[src/rtl/ssm_pkg.sv]
package ssm_pkg;
   typedef enum logic {
      XFER_TX = 1'b0,
      XFER_RX = 1'b1
   } xfer_e;
endpackage

[src/rtl/ssm_timing.sv]
module ssm_timing #(
   parameter int W        = 8,
   parameter int BIT_CLKS = 12
) (
   input  logic clk,
   input  logic rst_n,
   input  logic start,
   input  logic run,
   output logic fall_now,
   output logic rise_now,
   output logic last_now,
   output logic sclk
);
   localparam int HALF = BIT_CLKS / 2;
   localparam int CW   = $clog2(BIT_CLKS);
   localparam int BW   = $clog2(W);

   logic [CW-1:0] cnt;
   logic [BW-1:0] bidx;
   logic          wrap;

   assign wrap     = (cnt == CW'(BIT_CLKS - 1));
   assign fall_now = run && (cnt == CW'(HALF - 1));
   assign last_now = run && wrap && (bidx == BW'(W - 1));
   assign rise_now = run && wrap && (bidx != BW'(W - 1));

   always_ff @(posedge clk) begin
      if (!rst_n) begin
         cnt  <= '0;
         bidx <= '0;
         sclk <= 1'b1;
      end else begin
         if (start) begin
            cnt  <= '0;
            bidx <= '0;
         end else if (run) begin
            if (wrap) begin
               cnt  <= '0;
               bidx <= bidx + BW'(1);
            end else begin
               cnt <= cnt + CW'(1);
            end
         end
         if (fall_now)
            sclk <= 1'b0;
         else if (run && wrap)
            sclk <= 1'b1;
      end
   end
endmodule

[src/rtl/ssm_shifter.sv]
module ssm_shifter #(
   parameter int W = 8
) (
   input  logic         clk,
   input  logic         rst_n,
   input  logic         load,
   input  logic         tx_shift,
   input  logic         rx_shift,
   input  logic [W-1:0] par_in,
   input  logic         ser_in,
   output logic [W-1:0] sr_q,
   output logic         ser_out
);
   always_ff @(posedge clk) begin
      if (!rst_n)
         sr_q <= '0;
      else if (load)
         sr_q <= par_in;
      else if (tx_shift)
         sr_q <= {1'b0, sr_q[W-1:1]};
      else if (rx_shift)
         sr_q <= {ser_in, sr_q[W-1:1]};
   end

   assign ser_out = sr_q[0];
endmodule

[src/rtl/ssm_unit.sv]
module ssm_unit
   import ssm_pkg::*;
#(
   parameter int W        = 8,
   parameter int BIT_CLKS = 12
) (
   input  logic         clk,
   input  logic         rst_n,
   input  logic         wr_en,
   input  logic [W-1:0] wr_data,
   input  logic         rx_en,
   input  logic         clr_tx_done,
   input  logic         clr_rx_done,
   input  logic         sdata_in,
   output logic [W-1:0] rd_data,
   output logic         tx_done,
   output logic         rx_done,
   output logic         sdata_out,
   output logic         sdata_oe,
   output logic         sclk_out
);
   generate
      if (BIT_CLKS < 4 || (BIT_CLKS % 2) != 0) begin : g_bad_period
         initial $fatal(1, "BIT_CLKS must be even and at least 4");
      end
      if (W < 2) begin : g_bad_width
         initial $fatal(1, "W must be at least 2");
      end
   endgenerate

   logic    busy;
   xfer_e   mode;
   logic    rx_mode;
   logic    start_tx, start_rx, start;
   logic    fall_now, rise_now, last_now;
   logic [W-1:0] sr_q;

   assign rx_mode  = (mode == XFER_RX);
   assign start_tx = !busy && wr_en;
   assign start_rx = !busy && !wr_en && rx_en && !rx_done;
   assign start    = start_tx || start_rx;

   ssm_timing #(.W(W), .BIT_CLKS(BIT_CLKS)) u_timing (
      .clk      (clk),
      .rst_n    (rst_n),
      .start    (start),
      .run      (busy),
      .fall_now (fall_now),
      .rise_now (rise_now),
      .last_now (last_now),
      .sclk     (sclk_out)
   );

   ssm_shifter #(.W(W)) u_shift (
      .clk      (clk),
      .rst_n    (rst_n),
      .load     (start_tx),
      .tx_shift (rise_now && !rx_mode),
      .rx_shift (fall_now && rx_mode),
      .par_in   (wr_data),
      .ser_in   (sdata_in),
      .sr_q     (sr_q),
      .ser_out  (sdata_out)
   );

   always_ff @(posedge clk) begin
      if (!rst_n) begin
         busy     <= 1'b0;
         mode     <= XFER_TX;
         sdata_oe <= 1'b0;
         tx_done  <= 1'b0;
         rx_done  <= 1'b0;
         rd_data  <= '0;
      end else begin
         if (start) begin
            busy <= 1'b1;
            mode <= start_tx ? XFER_TX : XFER_RX;
         end else if (last_now) begin
            busy <= 1'b0;
         end

         if (start_tx)
            sdata_oe <= 1'b1;
         else if (last_now)
            sdata_oe <= 1'b0;

         if (last_now && !rx_mode)
            tx_done <= 1'b1;
         else if (clr_tx_done)
            tx_done <= 1'b0;

         if (last_now && rx_mode)
            rx_done <= 1'b1;
         else if (clr_rx_done)
            rx_done <= 1'b0;

         if (last_now && rx_mode)
            rd_data <= sr_q;
      end
   end
endmodule

[config.mk]
export PLATFORM = sky130hd
export DESIGN_NAME = ssm_unit
export DESIGN_NICKNAME = d
export VERILOG_FILES = /design/src/rtl/ssm_pkg.sv /design/src/rtl/ssm_timing.sv /design/src/rtl/ssm_shifter.sv /design/src/rtl/ssm_unit.sv
export SDC_FILE = /design/constraint.sdc
export NUM_CORES = 1
export LEC_CHECK = 0
export BUFFER_PORTS_ARGS = -buffer_cell sky130_fd_sc_hd__buf_4
export CAP_MARGIN = 0
export CORE_AREA = 2 2 55 57
export CTS_CLUSTER_SIZE = 24
export DETAILED_ROUTE_END_ITERATION = 16
export DIE_AREA = 0 0 57 59
export MAX_ROUTING_LAYER = met4
export PLACE_DENSITY = 0.72
export SLEW_MARGIN = 20
export SYNTH_ARGS = -nofsm -noshare
export SYNTH_HDL_FRONTEND = slang
export SYNTH_SLANG_ARGS = --single-unit
[constraint.sdc]
create_clock -name clk -period 1.6 [get_ports clk]
set_clock_uncertainty 0.1 [all_clocks]
set_input_delay 0.32 -clock clk [delete_from_list [all_inputs] [get_ports clk]]
set_output_delay 0.32 -clock clk [all_outputs]
set_load 0.1 [all_outputs]
== Word-level counts from Yosys, hierarchy flattened ==
Index checks and enable logic that the tools add are counted.

* Register bits after elaboration: 29

* Add/subtract/negate cells: 2
* Eq/ne operators: 4
* Mux-type cells: 14
* Bitwise operators: 1
* Reduce and logical (&&, ||, !) cells: 25

{| class="wikitable"
|+ Operators by type and width
! kind !! number
|-
| 8-bit 2-to-1 mux || 3
|-
| 1-bit logical AND || 12
|-
| 1-bit 2-to-1 mux || 10
|-
| 2-bit nonzero test || 5
|-
| 4-bit by 1-bit adder with 4-bit output (second input constant) || 1
|-
| 4-bit by 3-bit == test with 1-bit output (second input constant) || 1
|-
| 4-bit == test (second input constant) || 1
|-
| 1-bit logical NOT || 4
|-
| 4-bit 2-to-1 mux || 1
|-
| 3-bit by 1-bit adder with 3-bit output (second input constant) || 1
|-
| 3-bit == test (second input constant) || 1
|-
| 3-bit inequality test (second input constant) || 1
|-
| 3-bit nonzero test || 1
|-
| 2-bit AND reduction || 1
|-
| 2-bit OR reduction || 1
|-
| 1-bit logical OR || 1
|-
| 1-bit inverter || 1
|}

== Logic depth before layout (Yosys ltp) ==
Gate-level depths: netlist (run 1).

* Word-level depth: 6
* Depth in mapped cells: 7
* Mapped depth without buffers: 6

== Modules after synthesis ==
Synthesis (run 1) repeated with hierarchy kept, for this count alone.

* Cells, all modules: 148
* Area total of the unflattened synthesis: 1,398.8 µm²

{| class="wikitable"
|+ Modules (own cells, without submodules)
! module !! instances !! cells an instance !! area each (µm²)
|-
| ssm_unit || 1 || 62 || 579.3
|-
| ssm_shifter || 1 || 46 || 425.4
|-
| ssm_timing || 1 || 40 || 394.1
|}

== Worst setup path after synthesis (run 1) ==
OpenSTA, ideal clock, no wires.

* Kind: reg2reg
* From: register rx_done
* To: register u_timing.cnt[1]
* Library setup time: 0.086 ns
* Arrival time: 1.618 ns
* Required time: 1.414 ns
* Path slack: -0.203 ns
* Stages on the path, launching flop included: 5
* Buffers on the path: 0
* Cell sequence: dfxtp_1 nor2b_1 o21ai_0 nand2_1 a211oi_1

* Word-level cells in the longest chain between the ends: 4

{| class="wikitable"
|+ Ends and longest elaborated chain
! element !! RTL line !! RTL
|-
| from (decl) || ssm_unit.sv:17 || <nowiki>output logic rx_done,</nowiki>
|-
| from (signal assigned) || ssm_unit.sv:72 || <nowiki>rx_done <= 1'b0;</nowiki>
|-
| from (signal assigned) || ssm_unit.sv:93 || <nowiki>rx_done <= 1'b1;</nowiki>
|-
| from (signal assigned) || ssm_unit.sv:95 || <nowiki>rx_done <= 1'b0;</nowiki>
|-
| 1-bit logical NOT || ssm_unit.sv:40 || <nowiki>assign start_rx = !busy && !wr_en && rx_en && !rx_done;</nowiki>
|-
| 1-bit logical AND || ssm_unit.sv:40 ||
|-
| 1-bit logical OR || ssm_unit.sv:41 || <nowiki>assign start = start_tx || start_rx;</nowiki>
|-
| 2-bit OR reduction (no line) || - ||
|-
| to (signal assigned) || ssm_timing.sv:41 || <nowiki>cnt <= cnt + CW'(1);</nowiki>
|-
| to (decl) || ssm_timing.sv:18 || <nowiki>logic [CW-1:0] cnt;</nowiki>
|}

No other way between the ends.
A chain may end at the register's enable or synchronous reset.

== Worst setup path after layout (run 1) ==
* From: register u_timing.cnt[0]
* To: register u_shift.sr_q[3]

* Word-level cells in the longest chain between the ends: 6

{| class="wikitable"
|+ Ends and longest elaborated chain
! element !! RTL line !! RTL
|-
| 4-bit == test || ssm_timing.sv:22 || <nowiki>assign wrap = (cnt == CW'(BIT_CLKS - 1));</nowiki>
|-
| 1-bit logical AND (2 in a row) || ssm_timing.sv:25 || <nowiki>assign rise_now = run && wrap && (bidx != BW'(W - 1));</nowiki>
|-
| 1-bit logical AND || ssm_unit.sv:58 || <nowiki>.tx_shift (rise_now && !rx_mode),</nowiki>
|-
| 8-bit 2-to-1 mux || ssm_shifter.sv:19 || <nowiki>else if (tx_shift)</nowiki>
|-
| 8-bit 2-to-1 mux || ssm_shifter.sv:17 || <nowiki>else if (load)</nowiki>
|-
| to (signal assigned) || ssm_shifter.sv:18 || <nowiki>sr_q <= par_in;</nowiki>
|-
| to (signal assigned) || ssm_shifter.sv:20 || <nowiki>sr_q <= {1'b0, sr_q[W-1:1]};</nowiki>
|-
| to (signal assigned) || ssm_shifter.sv:22 || <nowiki>sr_q <= {ser_in, sr_q[W-1:1]};</nowiki>
|-
| to (decl) || ssm_shifter.sv:11 || <nowiki>output logic [W-1:0] sr_q,</nowiki>
|}

Parallel ways exist; a longest one is shown, timed or not.

==> run summary, run 1 <==
In this run the tool buffered the top-level ports with 27 buffer cells. For this run, the top clock speed supported by timing is 616.0 MHz. The die is 59 um tall.

The worst min-delay path startpoint was wr_data[7]. Counting I/O delays and the setup requirement, the final critical path takes 1.623 ns. The power consumption is 0.001372 W, and the number of non-filler instances in the completed layout is 211. In this run the clock root is driven by a clkbuf_4. For the maximum resistive drop on vdd, the log shows 0.6560 mV.

Synthesis produced a netlist with a net count of 155. For the die area, the log shows 3363 um^2. The run gives 1.948 mm as the HPWL reported at the end of detailed placement. The floorplan step set the die width to 57 um. The count of antenna-violating nets left after detailed routing is 0, and the final weighted congestion of routability-driven global placement is 0.6931. In the routed design, unresolved DRC markers number 0.

The routed design has 2.845 mm of wire. Buffers inserted to repair hold after CTS numbered 0. The worst setup path is launched from a flip-flop. The proportion of synthesized flip-flops having asynchronous set or reset is 0. The run gives 29 as the clock sink count. The tool flagged a number of max-cap violations equal to 0.

The synthesized netlist occupies a cell area of 1260 um^2. The synthesized design contains 29 register bits. The synthesized netlist contains 30 unique library cells. Number of hold violations in the final report: 0.

Main flop type after synthesis: dfxtp_1. STA puts the critical path data required time at 1.71 ns. The number of fillers in the final layout is 247, and the net switching power of the design is 0.0003493 W.

The initial antenna violation count was 0. The final global-route overflow total is 0. Setup violations remaining at the end of the flow were counted as 3. The cell count after synthesis came out at 136. The mean routed wirelength per cell was 13.48 um. Of all nets on the critical path, the largest fanout is 5. The first global-routing pass estimated 4.547 mm of wire. The post-CTS clock slew at the launch and capture registers of the worst setup and hold paths was 0.09 ns. The sequential power share was 0.560.

The final layout contains 199 nets. Sequential element share of the synthesized area: 0.4608. The part of the total power dissipated in combinational logic came out at 0.115. At the pin with the least slew margin, the transition time is 0.4180 ns.

The largest net degree at the start of global routing was 24. The site row count is 19, and the number of pins exceeding their max-slew limit in the final report is 0. The fraction of power spent switching nets came out at 0.2546. Data on the critical path arrives at its endpoint at 1.74 ns. Power density normalized to cell area: 792.2 nW/um^2.

The critical path is of the flip-flop to flip-flop type. In this run the worst hold path is classified as input pin to flip-flop. After detailed routing, the number of vias per cell comes to 5.336.

The final critical-path share of the clock period works out to 1.015. Compared with the post-synthesis result, the final layout area differs by 37.44%. The share of the core filled with cells in the final layout is 0.6390, and the first-pass detailed-route iteration total is 4. Counting tap cells, the placed design contains a total of 199 instances. The tools report the placeable core region as 2710 um^2. The H-tree was split into 2 levels. The run gives 1,060 as the number of global-route vias before repair. 0 antenna diodes ended up in the layout. Clock latency on the worst-skew pair, taken at its later pin, is 0.32 ns. The final reports fail on setup timing. Setup repair after global routing could not meet its margin everywhere.

For the number of primary I/O pins, the log shows 28. The worst setup path is captured at a flip-flop. The total routing usage reported by global routing is 0.1836. Aggregate negative setup slack: -0.03901 ns. For the internal power of the cells, the log shows 0.001022 W. Tracing the worst setup path back leads to its startpoint at u_timing.cnt[0]$_SDFFE_PP0P_. The fraction of layout instances using a drive strength above 1 came out at 0.3667.

TritonCTS built the clock tree. For the total number of yosys warnings, the log shows 0. The number of violations reported at the end of detailed-routing iteration 0 was 25. The worst-case clock buffer depth was 2; the number of flops mapped to enable cells by yosys was 0. The run gives 0.4649 as the starting utilization of the core area. For the clock share of power, the log shows 0.325. The via count of the routed design was 1,126. The post-route worst setup slack is -0.02329 ns.

The average cell area after synthesis works out to 9.264 um^2. Clock buffer count from CTS: 5. In this run the critical register-to-register path is launched from u_timing.cnt[0]$_SDFFE_PP0P_. The flow ran to the end, but the final reports show violations. The headroom to the max-slew limit is 0.7210, and the leakage power is 0.7186 nW.
synthesized netlist by cell type, drive strengths merged (3+ instances only):
| cell type | number | area, um^2 |
|---|---|---|
| a21boi | 9 | 67.56 |
| a21oi | 7 | 35.03 |
| buf | 3 | 33.78 |
| clkbuf | 5 | 20.01 |
| dfxtp | 29 | 580.6 |
| ha | 4 | 50.05 |
| inv | 4 | 15.01 |
| mux2i | 10 | 100.1 |
| nand2 | 21 | 78.83 |
| nor2 | 8 | 30.03 |
| nor2b | 3 | 18.77 |
| o21ai | 10 | 50.04 |
| o311a | 4 | 40.04 |
critical path, cell delays in order, from the launching register on:
cell and delay [ns]:
dfxtp_4 0.37, ha_4 0.16, and4b_4 0.19, buf_12 0.13, a22o_4 0.27, o311a_1 0.29
per-stage QoR:
step / cell area (um^2) / worst slack, ns / hold WS [ns]
2_1_floorplan: 1276 / -0.04110 / 0.3527
3_3_place_gp: 1562 / -0.1312 / 0.3506
3_5_place_dp: 1562 / -0.1637 / 0.3595
4_1_cts: 1650 / -0.01165 / 0.1361
5_1_grt: 1732 / -0.05988 / 0.1596
6_report: 1732 / -0.02329 / 0.1379
path summary, 6_finish.rpt:
| check | to | slack, ns | cells after the start |
|---|---|---|---|
| max | u_shift.sr_q[3]$_SDFFE_PN0P_ | -0.02 | 5 |
| min | u_shift.sr_q[7]$_SDFFE_PN0P_ | 0.14 | 3 |
| max reg2reg | u_shift.sr_q[3]$_SDFFE_PN0P_ | -0.02 | 5 |
| min reg2reg | rd_data[2]$_SDFFE_PN0P_ | 0.36 | 2 |
cell usage in the layout (no fill, tap or decap), types with 2 or more instances in the layout:
cell	count
buf_6	3
nor2b_1	3
a21oi_1	7
nor3_1	2
ha_2	2
inv_1	3
clkbuf_4	5
a21boi_0	7
nor2_1	7
o21ai_0	7
buf_4	40
o311a_1	4
nand2_1	20
dfxtp_4	2
xnor2_1	2
o21ai_1	3
mux2i_1	10
a22o_4	2
nand2b_1	2
dfxtp_1	26
state kept, by name, summed over array words and instances, names as in the netlist:
signal         flops
busy               1
mode               1
rd_data            8
rx_done            1
sdata_oe           1
tx_done            1
u_shift.sr_q       8
u_timing.bidx      3
u_timing.cnt       4
u_timing.sclk      1
cell type report:
| cell class | count | area, um^2 | share of cell area |
|---|---|---|---|
| Inverter | 4 | 15.01 | 0.008671 |
| Clock buffer | 7 | 55.05 | 0.03179 |
| Sequential cell | 29 | 589.3 | 0.3403 |
| Multi-Input combinational cell | 96 | 679.4 | 0.3923 |
| Tap cell | 31 | 38.79 | 0.02240 |
| Timing Repair Buffer | 44 | 354.1 | 0.2045 |
power groups by stage:
stage / Sequential [W] / Clock (W) / Combinational [W]
floorplan: 0.000806 / 0 / 0.0000718
global placement: 0.000782 / 0 / 0.000148
detailed placement: 0.000783 / 0 / 0.000151
CTS: 0.000766 / 0.000457 / 0.000154
global route: 0.000772 / 0.000483 / 0.000171
finish: 0.000768 / 0.000446 / 0.000158
cell families (layout without fill, tap and decap cells):
kind of cell / count (synthesis) / count (layout) / share of synthesized area
and+or+nand+nor: 43 / 43 / 0.1609
AOI/OAI and AO/OA: 35 / 36 / 0.1837
DFF: 29 / 29 / 0.4608
buffers and inverters: 12 / 55 / 0.05460
muxes: 10 / 10 / 0.07945
adders and majority gates: 4 / 4 / 0.03972
xor gates and xnor gates: 3 / 3 / 0.02086
layer usage:
metal,up-vias,track usage,part of all wire
met1,528,0.2003,0.41
li1,566,-,-
met3,7,0.04367,0.041
met2,25,0.3153,0.53
met5,-,-,0
met4,0,0.08970,0.019
repair_timing:
item                       CTS  global route
hold endpoints to repair     0             0
setup endpoints to repair    7            16
gates resized for setup     10            10
pin swaps                    1             6
setup buffers                0             4
cloned                       1             0
Power figures use the tool's default switching activity.
==> inputs of run 2 (changes only) <==
--- a/config.mk
+++ b/config.mk
@@ -12,7 +12,7 @@
 export DETAILED_ROUTE_END_ITERATION = 16
 export DIE_AREA = 0 0 57 59
 export MAX_ROUTING_LAYER = met4
-export PLACE_DENSITY = 0.72
+export PLACE_DENSITY = 0.84
 export SLEW_MARGIN = 20
 export SYNTH_ARGS = -nofsm -noshare
 export SYNTH_HDL_FRONTEND = slang
==> run summary, run 2 (synthesis gave the netlist of run 1 again) <==
The tools report the category of the worst setup path capture point as a flip-flop (unchanged). Largest net degree at the start of global routing: 24 (unchanged). The final critical-path share of the clock period is 0.9746 (was 1.015), and the cell area after placement is 1562 um^2 (unchanged).

Leakage power: 0.6992 nW (was 0.7186 nW). The number of global-route vias before repair came out at 1,133 (was 1,060). For the post-route worst setup slack, the log shows 0.04061 ns (was -0.02329 ns). The die extent in x works out to 57 um (unchanged).

The final global-route overflow total is 0 (unchanged), and the number of hold violations in the final report is 0 (unchanged). Site row count: 19 (unchanged). The starting utilization of the core area came out at 0.4649 (unchanged). The cts-stage hold buffer count was 0 (unchanged). For the maximum frequency from static timing analysis, the log shows 641.3 MHz (was 616.0 MHz). The detail-routed via count per cell works out to 5.471 (was 5.336).

Setup repair after global routing could not meet its margin everywhere. The mean routed wirelength per cell came out at 13.96 um (was 13.48 um). The flow ran to the end, and the final reports show no timing, DRC or antenna violations. The total routing usage reported by global routing is 0.1984 (was 0.1836), and the count of port buffers added during placement is 27 (unchanged). The initial antenna violation count was 0 (unchanged); the area of the multi-input gates was 675.6 um^2 (was 679.4 um^2). For the die area, the log shows 3363 um^2 (unchanged). Clock latency reported for the late side of the worst-skew pair: 0.33 ns (was 0.32 ns). Type of origin of the critical path: a flip-flop (unchanged). The tools report the final standard cell area without fillers as 1683 um^2 (was 1732 um^2). The critical-path cell with the highest stage delay was dfxtp_2 (was dfxtp_4). Ordered cell list for the critical path: inv_1, ha_2, and4b_2, a22o_4, o311a_1 (was ha_4, and4b_4, buf_12, a22o_4, o311a_1). The maximum resistive drop on vdd was 0.6811 mV (was 0.6560 mV); the first-pass detailed-route iteration total was 4 (unchanged).

The number of violations reported at the end of detailed-routing iteration 0 came out at 61 (was 25). TritonCTS built the clock tree. HPWL reported at the end of detailed placement: 2.021 mm (was 1.948 mm).

The global-route wire length before repair is 4.864 mm (was 4.547 mm). The number of primary I/O pins is 28 (unchanged). The clock period minus worst slack came out at 1.559 ns (was 1.623 ns). The relative area change from synthesis to final layout is 33.56% (was 37.44%), and the arrival time of data at the critical path endpoint is 1.68 ns (was 1.74 ns). The tools report the via count of the routed design as 1,149 (was 1,126). The delay of the slowest cell on the worst path is 0.37 ns (about the same), and the final weighted congestion of routability-driven global placement is 0.8246 (was 0.6931). The tools report the required time of the critical path as 1.72 ns (was 1.71 ns). The buffer and inverter count on the worst path is 1 (unchanged). The final routed DRC violation total is 0 (unchanged). Largest regs: rd_data (8), u_shift.sr_q (8), u_timing.cnt (4) (unchanged). The post-CTS clock slew at the launch and capture registers of the worst setup and hold paths came out at 0.10 ns (was 0.09 ns).

Kind of cell adding the most delay to the critical path: compound AO/OA/AOI/OAI gates (unchanged). For the number of pins exceeding their max-slew limit in the final report, the log shows 0 (unchanged). The die span in y works out to 59 um (unchanged). The sequential cell area is 586.8 um^2 (was 589.3 um^2), and the worst setup slack before clock tree synthesis is -0.2090 ns (was -0.1637 ns). The depth of the critical timing path with buffers and inverters included was 5 (unchanged).

The kind of path behind the tightest hold check is input pin to flip-flop (unchanged). For the number of fillers in the final layout, the log shows 252 (was 247). The count of nets after finishing is 197 (was 199).

The most common cell after layout, fill and taps aside was buf_4 (unchanged). The logs give 29 (unchanged) for the clock sink count and 2 (unchanged) for the worst-case clock buffer depth. The power density normalized to cell area works out to 803.6 nW/um^2 (was 792.2 nW/um^2). Count of antenna-violating nets left after detailed routing: 0 (unchanged).

The tools report the clock buffer count from CTS as 5 (unchanged). Commonest cells after routing, fill and taps aside: 42 x buf_4, 26 x dfxtp_1, 21 x nand2_1, 10 x mux2i_1, 9 x a21boi_0 (was 40 x buf_4, 26 x dfxtp_1, 20 x nand2_1, 10 x mux2i_1). The actual slew at the worst max-slew pin works out to 0.3859 ns (was 0.4180 ns). The total wire length is 2.931 mm (was 2.845 mm), and the path depth of the worst reg2reg path is 5 (unchanged). The logs give 0.7424 (was 0.7210) for the headroom to the max-slew limit and 0 (was 3) for the number of endpoints failing setup at the final stage. The type of the setup path with the least slack was flip-flop to flip-flop (unchanged). The maximum net fanout on the critical path came out at 5 (unchanged). The H-tree depth is 2 (unchanged), and the fraction of layout instances using a drive strength above 1 is 0.3408 (was 0.3667). The worst hold slack is 0.1344 ns (was 0.1379 ns), and the max-capacitance violation count is 0 (unchanged).

The logs give 2710 um^2 (unchanged) for the placeable core region and 0 (unchanged) for the antenna cell count. Clock root buffer master: clkbuf_4 (unchanged). The number of cells on the worst hold path works out to 3 (unchanged).
==> run 2: cell count changes in the layout (fill, tap and decap cells not counted), moves of 2 or more <==
cell	delta
buf_6	-3
a21boi_0	+2
buf_4	+2
clkinv_2	+2
==> run 2: what timing repair did <==
action / 4_1_cts / 5_1_grt
pin swaps: 1 / 4
gates cloned: 1 / 0
endpoints found under the setup margin: 7 / 18
buffers inserted: 1 / 1
resized for setup: 6 / 5
==> run 2: final cells by class <==
cell class,instances,area share
Inverter,4,0.008922
Multi-Input combinational cell,96,0.4015
Tap cell,31,0.02305
Sequential cell,29,0.3487
Clock buffer,6,0.02454
Clock inverter,2,0.005948
Timing Repair Buffer,42,0.1874
==> run 2: power by group <==
part | switching (W) | internal, W
Clock | 0.000258 | 0.000167
Sequential | 0.0000226 | 0.000745
Combinational | 0.0000876 | 0.0000726
==> run 2: through the flow <==
| stage | cells | total power [W] | TNS [ns] | utilization |
|---|---|---|---|---|
| 3_3_place_gp | 199 | 0.0009277 | -0.6261 | 0.5762 |
| 4_1_cts | 209 | 0.001359 | 0 | 0.6108 |
| 5_1_grt | 210 | 0.001413 | -0.005094 | 0.6210 |
| 2_1_floorplan | 136 | 0.0008775 | -0.1233 | - |
| 3_5_place_dp | 199 | 0.0009347 | -1.128 | 0.5762 |
| 6_report | 210 | 0.001352 | 0 | 0.6210 |
==> run 2: worst paths after layout <==
check / from / end / slack [ns]
worst min register to register: rd_data[7]$_SDFFE_PN0P_ / rd_data[7]$_SDFFE_PN0P_ / 0.37
worst max register to register: u_timing.cnt[1]$_SDFFE_PP0P_ / u_shift.sr_q[5]$_SDFFE_PN0P_ / 0.04
worst max-delay path: u_timing.cnt[1]$_SDFFE_PP0P_ / u_shift.sr_q[5]$_SDFFE_PN0P_ / 0.04
worst min-delay path: wr_data[7] / u_shift.sr_q[7]$_SDFFE_PN0P_ / 0.13
==> run 2: worst min-delay path, delay by kind of cell <==
family          cells  cell delay, ns
compound gates      1            0.07
buf+inv             1            0.08
simple gates        1            0.06
==> run 2: layer usage <==
layer / up-vias / share of wire / GRT usage
met3: 6 / 0.057 / 0.06332
met2: 36 / 0.50 / 0.3383
li1: 562 / - / -
met4: 0 / 0.019 / 0.1030
met5: - / 0 / -
met1: 545 / 0.42 / 0.2058
==> inputs of run 3 (changes only) <==
--- a/config.mk
+++ b/config.mk
@@ -7,12 +7,12 @@
 export LEC_CHECK = 0
 export BUFFER_PORTS_ARGS = -buffer_cell sky130_fd_sc_hd__buf_4
 export CAP_MARGIN = 0
-export CORE_AREA = 2 2 55 57
+export CORE_AREA = 2 2 51 53
 export CTS_CLUSTER_SIZE = 24
 export DETAILED_ROUTE_END_ITERATION = 16
-export DIE_AREA = 0 0 57 59
+export DIE_AREA = 0 0 53 55
 export MAX_ROUTING_LAYER = met4
-export PLACE_DENSITY = 0.84
+export PLACE_DENSITY = 0.91
 export SLEW_MARGIN = 20
 export SYNTH_ARGS = -nofsm -noshare
 export SYNTH_HDL_FRONTEND = slang
==> constraint.sdc (replaced) <==
create_clock -name clk -period 2 [get_ports clk]
set_clock_uncertainty 0.1 [all_clocks]
set_input_delay 0.4 -clock clk [delete_from_list [all_inputs] [get_ports clk]]
set_output_delay 0.4 -clock clk [all_outputs]
set_load 0.1 [all_outputs]
==> run summary, run 3 (synthesis gave the netlist of run 1 again) <==
The run finished with clean final reports. The actual slew at the worst max-slew pin is 0.3814 ns (was 0.3859 ns). The clock sink count was 29 (unchanged); the power density normalized to cell area was 699.8 nW/um^2 (was 803.6 nW/um^2). For the largest net degree at the start of global routing, the log shows 24 (unchanged). Number of primary I/O pins: 28 (unchanged).

The type of origin of the critical path is a flip-flop (unchanged). The number of global-route vias before repair is 1,029 (was 1,133), and the final standard cell area without fillers is 1519 um^2 (was 1683 um^2). The aggregate negative setup slack came out at 0 ns (unchanged). Die area: 2915 um^2 (was 3363 um^2). Setup repair after global routing left no endpoint under its margin. The number of pins exceeding their max-slew limit in the final report is 0 (unchanged), and the die span in y is 55 um (was 59 um). Count of port buffers added during placement: 27 (unchanged). Type of the setup path with the least slack: flip-flop to flip-flop (unchanged).

The count of antenna-violating nets left after detailed routing came out at 0 (unchanged). For the site row count, the log shows 18 (was 19). The number of violations reported at the end of detailed-routing iteration 0 is 28 (was 61), and the cell area after placement is 1469 um^2 (was 1562 um^2). The kind of path behind the tightest hold check was input pin to flip-flop (unchanged). Delay of the slowest cell on the worst path: 0.42 ns (was 0.37 ns). The leakage power is 0.6249 nW (was 0.6992 nW), and the required time of the critical path is 2.10 ns (was 1.72 ns). The run gives 0 (unchanged) as the max-capacitance violation count.

The maximum resistive drop on vdd was 0.5525 mV (was 0.6811 mV). The detail-routed via count per cell was 5.505 (was 5.471); the post-CTS clock slew at the launch and capture registers of the worst setup and hold paths was 0.08 ns (was 0.10 ns). TritonCTS built the clock tree. The count of nets after finishing was 184 (was 197); the HPWL reported at the end of detailed placement was 1.972 mm (was 2.021 mm). The clock root buffer master is clkbuf_4 (unchanged). The path depth of the worst reg2reg path works out to 5 (unchanged). The clock period minus worst slack was 1.767 ns (was 1.559 ns); the die extent in x was 53 um (was 57 um). For the first-pass detailed-route iteration total, the log shows 6 (was 4).

Number of cells on the worst hold path: 3 (unchanged). The total routing usage reported by global routing was 0.2184 (was 0.1984); the worst-case clock buffer depth was 2 (unchanged). The total wire length was 2.697 mm (was 2.931 mm); the number of fillers in the final layout was 213 (was 252).

Critical-path cell with the highest stage delay: dfxtp_1 (was dfxtp_2). Category of the worst setup path capture point: a flip-flop (unchanged). The initial antenna violation count is 0 (unchanged), and the final weighted congestion of routability-driven global placement is 0.7855 (was 0.8246).

The starting utilization of the core area is 0.5328 (was 0.4649). Most common cell after layout, fill and taps aside: buf_4 (unchanged). The run gives 0 (unchanged) as the final global-route overflow total.

The antenna cell count is 0 (unchanged). The relative area change from synthesis to final layout is 20.56% (was 33.56%), and the number of endpoints failing setup at the final stage is 0 (unchanged). For the maximum frequency from static timing analysis, the log shows 566.0 MHz (was 641.3 MHz).

The number of hold violations in the final report came out at 0 (unchanged). Clock latency reported for the late side of the worst-skew pair: 0.33 ns (about the same). Largest regs: rd_data (8), u_shift.sr_q (8), u_timing.cnt (4) (unchanged).

Final routed DRC violation total: 0 (unchanged). The logs give 5 (unchanged) for the clock buffer count from CTS and 2 (unchanged) for the H-tree depth. The final critical-path share of the clock period is 0.8833 (was 0.9746). The fraction of layout instances using a drive strength above 1 works out to 0.2229 (was 0.3408).

The share of the core filled with cells in the final layout came out at 0.6423 (was 0.6210). The run gives 0 (unchanged) as the cts-stage hold buffer count. Commonest cells after routing, fill and taps aside: 30 x buf_4, 29 x dfxtp_1, 21 x nand2_1, 10 x mux2i_1, 9 x a21boi_0 (was 42 x buf_4, 26 x dfxtp_1, 21 x nand2_1, 10 x mux2i_1, 9 x a21boi_0). The tools report the arrival time of data at the critical path endpoint as 1.87 ns (was 1.68 ns). Ordered cell list for the critical path: ha_1, and4b_4, a22o_2, mux2i_1, a21oi_1 (was inv_1, ha_2, and4b_2, a22o_4, o311a_1). The logs give 4.305 mm (was 4.864 mm) for the global-route wire length before repair and 1,079 (was 1,149) for the via count of the routed design. The mean routed wirelength per cell came out at 13.76 um (was 13.96 um). Maximum net fanout on the critical path: 10 (was 5). The headroom to the max-slew limit was 0.7450 (was 0.7424).

The placeable core region came out at 2365 um^2 (was 2710 um^2).
[run 3: path summary, 6_finish.rpt]
path / from / endpoint / slack, ns
worst max-delay path: u_timing.cnt[0]$_SDFFE_PP0P_ / u_shift.sr_q[4]$_SDFFE_PN0P_ / 0.23
worst max register to register: u_timing.cnt[0]$_SDFFE_PP0P_ / u_shift.sr_q[4]$_SDFFE_PN0P_ / 0.23
worst min register to register: rd_data[6]$_SDFFE_PN0P_ / rd_data[6]$_SDFFE_PN0P_ / 0.37
worst min-delay path: wr_data[7] / u_shift.sr_q[7]$_SDFFE_PN0P_ / 0.21
[run 3: layer usage]
metal	wire, um	global-route usage	vias up
li1	-	-	531
met1	1017	0.1987	512
met2	1461	0.4042	26
met3	148	0.05914	10
met4	70	0.1410	0
met5	0	-	-
[run 3: final cells by class]
cell class	count	area (um^2)	area share
multi-input cells	95	611.8	0.4028
flip-flops and latches	29	580.6	0.3822
repair buffers	30	225.2	0.1483
clock buffers	8	48.80	0.03213
well taps	30	37.54	0.02471
inverters	4	15.01	0.009885
[run 3: what timing repair did]
item	4_1_cts	5_1_grt
setup buffers	0	0
setup endpoints to repair	0	2
gates resized for setup	0	1
[run 3: worst max-delay path: cells and delay by family (launching register included)]
| kind | cells | cell delay (ns) |
|---|---|---|
| mux | 1 | 0.21 |
| compound gates | 2 | 0.40 |
| simple gates | 1 | 0.28 |
| flops | 1 | 0.42 |
| fa+ha+maj | 1 | 0.23 |
[run 3: power breakdown]
group	switching, W	internal, W
registers	0.0000174	0.000596
clock network	0.000192	0.000140
logic	0.0000663	0.0000517
[run 3: per-stage QoR]
stage / instances / worst slack [ns] / hold WS, ns / power, W
finish: 196 / 0.2333 / 0.2080 / 0.001063
global route: 196 / 0.1290 / 0.2115 / 0.001102
CTS: 196 / 0.1043 / 0.2054 / 0.001070
detailed placement: 188 / 0.1191 / 0.3575 / 0.0007428
global placement: 188 / 0.2305 / 0.3500 / 0.0007370
floorplan: 136 / 0.1968 / 0.3527 / 0.0007003
